==> config.mk <==
export PLATFORM = sky130hd
export DESIGN_NAME = flash_pwr_mgr
export DESIGN_NICKNAME = d
export VERILOG_FILES = /design/src/rtl/pm_pkg.sv /design/src/rtl/pm_tick_gen.sv /design/src/rtl/pm_idle_mon.sv /design/src/rtl/pm_bank_rst.sv /design/src/rtl/flash_pwr_mgr.sv
export SDC_FILE = /design/constraint.sdc
export NUM_CORES = 1
export LEC_CHECK = 0
export BUFFER_PORTS_ARGS = -buffer_cell sky130_fd_sc_hd__clkbuf_2
export CORE_AREA = 2 2 109 111
export DETAILED_ROUTE_END_ITERATION = 6
export DIE_AREA = 0 0 111 113
export HOLD_SLACK_MARGIN = 0.05
export SETUP_SLACK_MARGIN = 0.15
export SLEW_MARGIN = 10
export SYNTH_ARGS = -nofsm -noshare
export SYNTH_HDL_FRONTEND = slang
export SYNTH_SLANG_ARGS = --single-unit
==> constraint.sdc <==
create_clock -name clk -period 2.3 [get_ports clk]
set_clock_uncertainty 0.05 [all_clocks]
set_input_delay 0.345 -clock clk [delete_from_list [all_inputs] [get_ports clk]]
set_output_delay 0.345 -clock clk [all_outputs]
set_load 0.02 [all_outputs]
==> src/rtl/pm_pkg.sv <==
package pm_pkg;
  typedef enum logic [2:0] {
    PM_OFF     = 3'd0,
    PM_SETTLE  = 3'd1,
    PM_BANKRST = 3'd2,
    PM_ON      = 3'd3,
    PM_NOTIFY  = 3'd4,
    PM_FAULT   = 3'd5
  } pm_state_e;
endpackage

==> src/rtl/pm_tick_gen.sv <==
module pm_tick_gen #(
  parameter int TICK_DIV = 100000
) (
  input  logic clk,
  input  logic rst_n,
  output logic tick
);
  localparam int CW = (TICK_DIV > 1) ? $clog2(TICK_DIV) : 1;
  localparam logic [CW-1:0] LAST = CW'(TICK_DIV - 1);

  logic [CW-1:0] cnt_q;

  always_ff @(posedge clk or negedge rst_n) begin
    if (!rst_n)          cnt_q <= '0;
    else if (cnt_q == LAST) cnt_q <= '0;
    else                 cnt_q <= cnt_q + 1'b1;
  end

  assign tick = (cnt_q == LAST);
endmodule

==> src/rtl/pm_idle_mon.sv <==
module pm_idle_mon #(
  parameter int CHECK_TICKS = 100,
  parameter int IDLE_TICKS  = 200
) (
  input  logic clk,
  input  logic rst_n,
  input  logic tick,
  input  logic touch,
  output logic expire
);
  localparam int IW = $clog2(IDLE_TICKS + 2);
  localparam int CW = (CHECK_TICKS > 1) ? $clog2(CHECK_TICKS) : 1;
  localparam logic [IW-1:0] SAT   = IW'(IDLE_TICKS + 1);
  localparam logic [IW-1:0] LIMIT = IW'(IDLE_TICKS);
  localparam logic [CW-1:0] CLAST = CW'(CHECK_TICKS - 1);

  logic [IW-1:0] idle_q;
  logic [CW-1:0] chk_q;
  logic          chk_hit;

  always_ff @(posedge clk or negedge rst_n) begin
    if (!rst_n)                    idle_q <= '0;
    else if (touch)                idle_q <= '0;
    else if (tick && idle_q != SAT) idle_q <= idle_q + 1'b1;
  end

  always_ff @(posedge clk or negedge rst_n) begin
    if (!rst_n)   chk_q <= '0;
    else if (tick) chk_q <= (chk_q == CLAST) ? '0 : chk_q + 1'b1;
  end

  assign chk_hit = tick && (chk_q == CLAST);
  assign expire  = chk_hit && !touch && (idle_q > LIMIT);
endmodule

==> src/rtl/pm_bank_rst.sv <==
module pm_bank_rst #(
  parameter int NB = 4
) (
  input  logic          clk,
  input  logic          rst_n,
  input  logic          start,
  input  logic [NB-1:0] present,
  input  logic [NB-1:0] done,
  input  logic [NB-1:0] fail,
  output logic [NB-1:0] req,
  output logic          all_clear,
  output logic          any_fail
);
  logic [NB-1:0] pend_q;
  logic [NB-1:0] fail_q;

  for (genvar b = 0; b < NB; b++) begin : g_bank
    always_ff @(posedge clk or negedge rst_n) begin
      if (!rst_n) begin
        pend_q[b] <= 1'b0;
        fail_q[b] <= 1'b0;
      end else if (start) begin
        pend_q[b] <= present[b];
        fail_q[b] <= 1'b0;
      end else if (pend_q[b] && (done[b] || fail[b])) begin
        pend_q[b] <= 1'b0;
        fail_q[b] <= fail[b];
      end
    end

    assert_req_held_R4: assert property (@(posedge clk) disable iff (!rst_n)
      (req[b] && !done[b] && !fail[b] && !start) |=> req[b]);
  end

  assign req       = pend_q;
  assign all_clear = ~|pend_q;
  assign any_fail  = |fail_q;
endmodule

==> src/rtl/flash_pwr_mgr.sv <==
module flash_pwr_mgr
  import pm_pkg::*;
#(
  parameter int NB           = 4,
  parameter int TICK_DIV     = 100000,
  parameter int CHECK_TICKS  = 100,
  parameter int IDLE_TICKS   = 200,
  parameter int SETTLE_TICKS = 50
) (
  input  logic          clk,
  input  logic          rst_n,
  input  logic          acc_valid,
  output logic          acc_ready,
  input  logic          acc_done,
  input  logic [NB-1:0] bank_present,
  output logic [NB-1:0] bank_rst_req,
  input  logic [NB-1:0] bank_rst_done,
  input  logic [NB-1:0] bank_rst_fail,
  output logic          rail_en,
  output logic          pin_func,
  output logic          idle_pulse,
  output logic          fatal
);
  localparam int SETTLE_CYC = SETTLE_TICKS * TICK_DIV;
  localparam int SW = $clog2(SETTLE_CYC + 1);
  localparam logic [SW-1:0] SLAST = SW'(SETTLE_CYC - 1);

  pm_state_e     state_q, state_d;
  logic [SW-1:0] settle_q;
  logic          tick, expire, touch, enter_on, start_rst;
  logic          all_clear, any_fail;

  pm_tick_gen #(.TICK_DIV(TICK_DIV)) u_tick (
    .clk(clk), .rst_n(rst_n), .tick(tick)
  );

  pm_idle_mon #(.CHECK_TICKS(CHECK_TICKS), .IDLE_TICKS(IDLE_TICKS)) u_idle (
    .clk(clk), .rst_n(rst_n), .tick(tick), .touch(touch), .expire(expire)
  );

  pm_bank_rst #(.NB(NB)) u_banks (
    .clk(clk), .rst_n(rst_n), .start(start_rst), .present(bank_present),
    .done(bank_rst_done), .fail(bank_rst_fail), .req(bank_rst_req),
    .all_clear(all_clear), .any_fail(any_fail)
  );

  assign start_rst = (state_q == PM_SETTLE) && (settle_q == SLAST);
  assign enter_on  = (state_q == PM_BANKRST) && all_clear && !any_fail;
  assign touch     = (acc_valid && acc_ready) || acc_done || enter_on;

  always_comb begin
    state_d = state_q;
    unique case (state_q)
      PM_OFF:     if (acc_valid) state_d = PM_SETTLE;
      PM_SETTLE:  if (start_rst) state_d = PM_BANKRST;
      PM_BANKRST: if (all_clear) state_d = any_fail ? PM_FAULT : PM_ON;
      PM_ON:      if (expire) state_d = PM_NOTIFY;
      PM_NOTIFY:  state_d = PM_OFF;
      PM_FAULT:   state_d = PM_FAULT;
      default:    state_d = PM_OFF;
    endcase
  end

  always_ff @(posedge clk or negedge rst_n) begin
    if (!rst_n) state_q <= PM_OFF;
    else        state_q <= state_d;
  end

  always_ff @(posedge clk or negedge rst_n) begin
    if (!rst_n)                     settle_q <= '0;
    else if (state_q != PM_SETTLE)  settle_q <= '0;
    else if (settle_q != SLAST)     settle_q <= settle_q + 1'b1;
  end

  assign rail_en    = (state_q != PM_OFF);
  assign pin_func   = (state_q != PM_OFF);
  assign acc_ready  = (state_q == PM_ON);
  assign idle_pulse = (state_q == PM_NOTIFY);
  assign fatal      = (state_q == PM_FAULT);

  assert_notice_before_off_R9: assert property (@(posedge clk) disable iff (!rst_n)
    $fell(rail_en) |-> $past(idle_pulse));
  assert_notice_single_R9: assert property (@(posedge clk) disable iff (!rst_n)
    idle_pulse |=> (!idle_pulse && !rail_en && !pin_func));
  assert_ready_powered_R11: assert property (@(posedge clk) disable iff (!rst_n)
    acc_ready |-> (rail_en && pin_func && !fatal));
  assert_fault_sticky_R6: assert property (@(posedge clk) disable iff (!rst_n)
    fatal |=> (fatal && !acc_ready));
  assert_no_req_at_power_R3: assert property (@(posedge clk) disable iff (!rst_n)
    $rose(rail_en) |-> (bank_rst_req == '0));
  assert_off_quiet_R10: assert property (@(posedge clk) disable iff (!rst_n)
    !rail_en |-> (!idle_pulse && !acc_ready && bank_rst_req == '0));
endmodule

Word level (Yosys, flattened, before mapping)
Index checks and enable logic that the tools add are counted.
- input bits: 16
- register bits: 66
- word-level logic and storage cells: 93
- output and inout bits: 9
- multiplexer cells: 28
- reduce and logical (&&, ||, !) cells: 32
- equality and inequality tests: 15
- add/subtract/negate cells: 4
- $lt $le $gt $ge: 1
- operators by type and width (kind ; count):
    23-bit 2-to-1 mux ; 2
    23-bit by 1-bit adder with 23-bit output, second input constant ; 1
    23-bit == test, second input constant ; 1
    23-bit inequality test, second input constant ; 1
    17-bit by 1-bit adder with 17-bit output, second input constant ; 1
    17-bit == test, second input constant ; 1
    17-bit 2-to-1 mux ; 1
    1-bit 2-to-1 mux ; 16
    8-bit 2-to-1 mux ; 2
    3-bit 2-to-1 mux ; 5
    3-bit one-hot mux with 5 select lines ; 1
    1-bit logical AND ; 12
    2-bit nonzero test ; 6
    8-bit by 1-bit adder with 8-bit output, second input constant ; 1
    8-bit greater-than comparator, second input constant ; 1
    8-bit inequality test, second input constant ; 1
    4-bit OR reduction ; 2
    7-bit by 1-bit adder with 7-bit output, second input constant ; 1
    7-bit == test, second input constant ; 1
    7-bit 2-to-1 mux ; 1
    3-bit by 2-bit == test with 1-bit output, second input constant ; 2
    3-bit == test, second input constant ; 2
    1-bit logical OR ; 6
    2-bit inequality test, second input constant ; 3
    other kinds (7) ; 9

Logic depth before layout (Yosys ltp)
- word-level depth: 10
- gate-level depth with buffers: 7
- depth with buffers taken out: 7

By module
From an unflattened synthesis, not the netlist that was laid out.
- cells, all modules: 357
- area, all modules: 3545.9 um^2
- modules (own cells, without submodules) (module ; cells each ; seq. area each (um^2) ; instances ; area an instance (um^2)):
    flash_pwr_mgr ; 163 ; 650.6 ; 1 ; 1529.0
    pm_idle_mon ; 85 ; 375.4 ; 1 ; 843.3
    pm_tick_gen ; 74 ; 425.4 ; 1 ; 793.3
    pm_bank_rst ; 35 ; 200.2 ; 1 ; 380.4

Worst setup path after synthesis
No wires, ideal clock.
- kind: register -> register
- start: register settle_q[12]
- end: register settle_q[1]
- cell stages (with the launch flop): 7
- path slack: 366 ps
- data arrival time: 1752 ps
- clock period less this slack: 1934 ps
- data required time: 2118 ps
- setup time: 132 ps
- buffers on the path: 1
- cells stage by stage: dfrtp_1 -> or4_1 -> or3_1 -> nor2_2 -> buf_6 -> mux2i_1 -> nor2_1
- word-level cells in the longest chain between the ends: 2
- RTL lines (item ; line ; text):
    start: declaration ; flash_pwr_mgr.sv:29 ; logic [SW-1:0] settle_q;
    start signal: assignment ; flash_pwr_mgr.sv:72 ; else if (settle_q != SLAST) settle_q <= settle_q + 1'b1;
    23-bit inequality test ; flash_pwr_mgr.sv:72 ;
    2-bit nonzero test (no source line) ; -- ;
No other way between the ends.
A chain may end at the register's enable or synchronous reset.

Worst setup path after layout
- start: register u_tick.cnt_q[0]
- end: register state_q[2]
- word-level cells in the longest chain between the ends: 6
- RTL lines (item ; line ; text):
    start: declaration ; pm_tick_gen.sv:11 ; logic [CW-1:0] cnt_q;
    start signal: assignment ; pm_tick_gen.sv:16 ; else cnt_q <= cnt_q + 1'b1;
    17-bit == test ; pm_tick_gen.sv:19 ; assign tick = (cnt_q == LAST);
    1-bit logical AND ; pm_idle_mon.sv:32 ; assign chk_hit = tick && (chk_q == CLAST);
    1-bit logical AND (2 in a row) ; pm_idle_mon.sv:33 ; assign expire = chk_hit && !touch && (idle_q > LIMIT);
    2-bit by 1-bit inequality test with 1-bit output (no source line) ; -- ;
    4-bit AND reduction (no source line) ; -- ;
    end signal: assignment ; flash_pwr_mgr.sv:66 ; else state_q <= state_d;
    end: declaration ; flash_pwr_mgr.sv:28 ; pm_state_e state_q, state_d;
No other way between the ends.

==> summary.md <==
| Metric | Value |
|---|---|
| Status | `finished clean` |
| Fillers | `1104` |
| Total Wirelength | `6810 um` |
| DRT iter0 DRCs | `between 200 and 250` |
| Commonest non-fill, non-tap cells in the layout | `66 x dfrtp_1, 50 x nor2_1, 44 x nand2_1` |
| Core Area | `0.0113 mm^2` |
| Site Rows | `39` |
| Maximum vdd drop | `361 uV` |
| Async S/R FF share, synth | `1.00` |
| Share of cells above drive strength 1 | `0.185` |
| Crit path DAT | `2.26 ns` |
| Die area | `~0.013 mm^2` |
| Total power | `approximately 2.8 mW` |
| CTS tree | `built` |
| Congestion Overflow GR | `0` |
| Die width | `111 um` |
| Initial antenna violation count | `0` |
| Cell area after synthesis | `about 0.0033 mm^2` |
| Number of global-route vias before repair | `between 2000 and 3000` |
| Clk pwr share | `0.569` |
| Starting density of the core | `0.297` |
| Register area share after synthesis | `0.493` |
| Reg2reg start | `u_tick.cnt_q[0]` |
| Hold Crit Class | `in2reg` |
| DR vias/cell | `~4.8` |
| Power Dens Cells | `between 600 and 700 mW/mm^2` |
| Setup CP Type | `reg2reg` |
| Synth area leaders | `dfrtp_1 49%, xor2_1 6.0%, nor2_1 5.6%` |
| Overall via count from detail_route | `roughly 2600` |
| Slew @ Worst Pin | `0.571 ns` |
| Nets | `412` |
| Share of the synthesized area in the top cell type | `0.493` |
| Setup slack, reg-to-reg | `0.25 ns` |
| Post-synth EDFFs | `0` |
| # port buffers | `24` |
| Cell accounting for the most synthesized area | `dfrtp_1` |
| Post-detail-place hpwl | `4480 um` |
| Post-DP Area | `0.00367 mm^2` |
| WP data required | `2.52 ns` |
| Largest stage delay on the critical path | `0.59 ns` |
| Most common cell after layout, fill and taps aside | `dfrtp_1` |
| Post-Syn Nets | `371` |
| Leakage | `1.80 nW` |
| Delay-heaviest family, CP | `simple AND/OR/NAND/NOR gates` |
| CP startpoint | `u_tick.cnt_q[0]` |
| Synth Instances | `349` |
| Total CTS buffers | `9` |
| CTS H-tree lvls | `3` |
| CP cell instances | `ha_2 > and4_2 > nand4_1 > or4_4 > mux2i_2 > a21o_1` |
| Critical Path Slowest Stage Cell | `or4_4` |
| Stages on worst setup path | `6` |
| Setup TNS | `0 ns` |
| Hold_sp | `bank_present[2]` |
| Post-DRT Antenna Nets | `0` |
| Multi-input logic area | `approximately 0.0017 mm^2` |
| Ant diodes | `0` |
| Sw frac | `0.192` |
| Max_cap viols | `0` |
| Count of final hold-check violations | `0` |
| WHS Path Cells | `3` |
| Hold EP | `u_banks.req[2]` |
| Final setup violation count | `0` |
| Synth warn | `0` |
| Worst Path Buf+Inv | `0` |
| RSZ-0062 raised after global routing | `no` |
| Mean cell area of the mapped netlist | `9.59 um^2` |
| Clk root buf | `clkbuf_16` |
| Worst-path clk slew | `roughly 0.060 ns` |
| Clock insertion delay at the later pin of the skew report | `~0.33 ns` |
| Global-route wire length before repair | `11800 um` |
| Logic pwr share | `0.017` |
| Finished Cell Area | `just over 0.004 mm^2` |
| Final Max Slew Viols | `0` |
| R2R depth | `6` |
| Yosys cell types | `46` |
| Die Ht | `approximately 110 um` |
| Sequential Area | `~0.0017 mm^2` |
| Maximum clock frequency | `488 MHz` |
| Clock Sinks | `66` |
| Sequential share of power | `0.414` |
| Critical path capture point type | `flop` |
| Largest net degree at the start of global routing | `between 60 and 70` |
| Placer Congestion | `0.823` |
| Drt first pass iters | `4` |
| Clk buf depth | `2` |
| Post-route DRC | `0` |
| Worst hold slack | `0.173 ns` |
| R2r endpoint | `state_q[2]` |
| Critical path peak fanout | `4` |
| Wire per inst | `12.7 um` |
| Rel. slew slack | `0.616` |
| Post-layout min period | `2.05 ns` |
| P_sw | `between 0.5 and 0.6 mW` |
| Main synth FF type | `dfrtp_1` |
| Critical path startpoint category | `flop` |
| GRT Overall Usage | `0.114` |
| Internal | `about 2.3 mW` |
| Layout Area Growth over Synthesis | `23.0%` |
| Top-Level Pins | `25` |
| Fin util | `0.365` |
| FF+latch count, synth | `66` |
| Final period utilization | `0.891` |
==> kinds of logic after synthesis <==
kind of cell | after synthesis | synth area share
compound gates | 40 | 0.0707
simple gates | 181 | 0.284
flops | 66 | 0.493
mux | 3 | 0.00897
xor+xnor | 37 | 0.0968
fa+ha+maj | 6 | 0.0224
buf+inv | 16 | 0.0236
==> power by group through the flow <==
stage	registers (mW)	logic [mW]	clock network, mW
after CTS	1.16	0.0518	1.63
after floorplan	1.18	0.00436	0
after global placement	1.18	0.0494	0
after detailed placement	1.18	0.0504	0
after global routing	1.16	0.0571	1.69
final	1.16	0.0486	1.59
==> flip-flops by register name, summed over array words and instances, names as in the netlist <==
register        count
settle_q           23
u_tick.cnt_q       17
u_idle.idle_q       8
u_idle.chk_q        7
u_banks.fail_q      4
u_banks.req         4
state_q             3
==> area by class of cell <==
class                      count  share of cell area
tap                          143              0.0435
timing repair buffer          39              0.0611
clock buffer                  10              0.0581
clock inverter                 6              0.0277
inverter                       6             0.00547
sequential                    66               0.401
multi-input combinational    268               0.403
==> cell usage after synthesis, types with 3 or more instances <==
cell type / instances
nand2b_1: 5
nor2b_1: 3
nor3_1: 6
nand3_1: 17
a21oi_1: 10
o31ai_1: 4
nor4_1: 5
mux2i_1: 3
xnor2_1: 14
nand4_1: 10
or4_1: 3
nand2_1: 44
o21ai_0: 13
ha_1: 6
dfrtp_1: 66
nor2_1: 50
and2_1: 3
clkbuf_1: 7
or2_2: 3
or3_1: 11
inv_1: 6
and4_1: 3
xor2_1: 23
a22oi_1: 4
nand3b_1: 3
==> metrics by stage <==
| step | instances | setup slack (ns) |
|---|---|---|
| 3_3_place_gp | 515 | 0.177 |
| 6_report | 538 | 0.251 |
| 4_1_cts | 533 | 0.138 |
| 2_1_floorplan | 349 | 0.366 |
| 5_1_grt | 538 | 0.144 |
| 3_5_place_dp | 515 | 0.125 |
==> tightest hold or removal path, stage by stage <==
cell	delay, ns
clkbuf_2	0.08
nand2_1	0.03
o21ai_0	0.05
==> how the worst max path moves through the flow <==
| stage | end |
|---|---|
| 2_1_floorplan | settle_q[1] |
| 3_3_place_gp | settle_q[1] |
| 3_5_place_dp | state_q[2] |
| 4_1_cts | state_q[2] |
| 5_1_grt | state_q[2] |
| 6_report | state_q[2] |
==> repair_timing <==
item                       in CTS  in global routing
cloned                          0                  2
buffers inserted                1                  3
hold buffers                    1                  0
gates resized for setup         1                 10
pin swaps                       1                  5
setup endpoints to repair       4                 13
hold endpoints to repair       66                  0
==> layer usage <==
layer / vias up / part of all wire / global-route usage
met2: 45 / 0.46 / 0.174
met1: 1232 / 0.48 / 0.153
met3: 11 / 0.040 / 0.0289
met4: 0 / 0.021 / 0.0558
met5: - / 0 / 0
li1: 1300 / - / -
No activity file was read; power rests on OpenSTA's default activity.
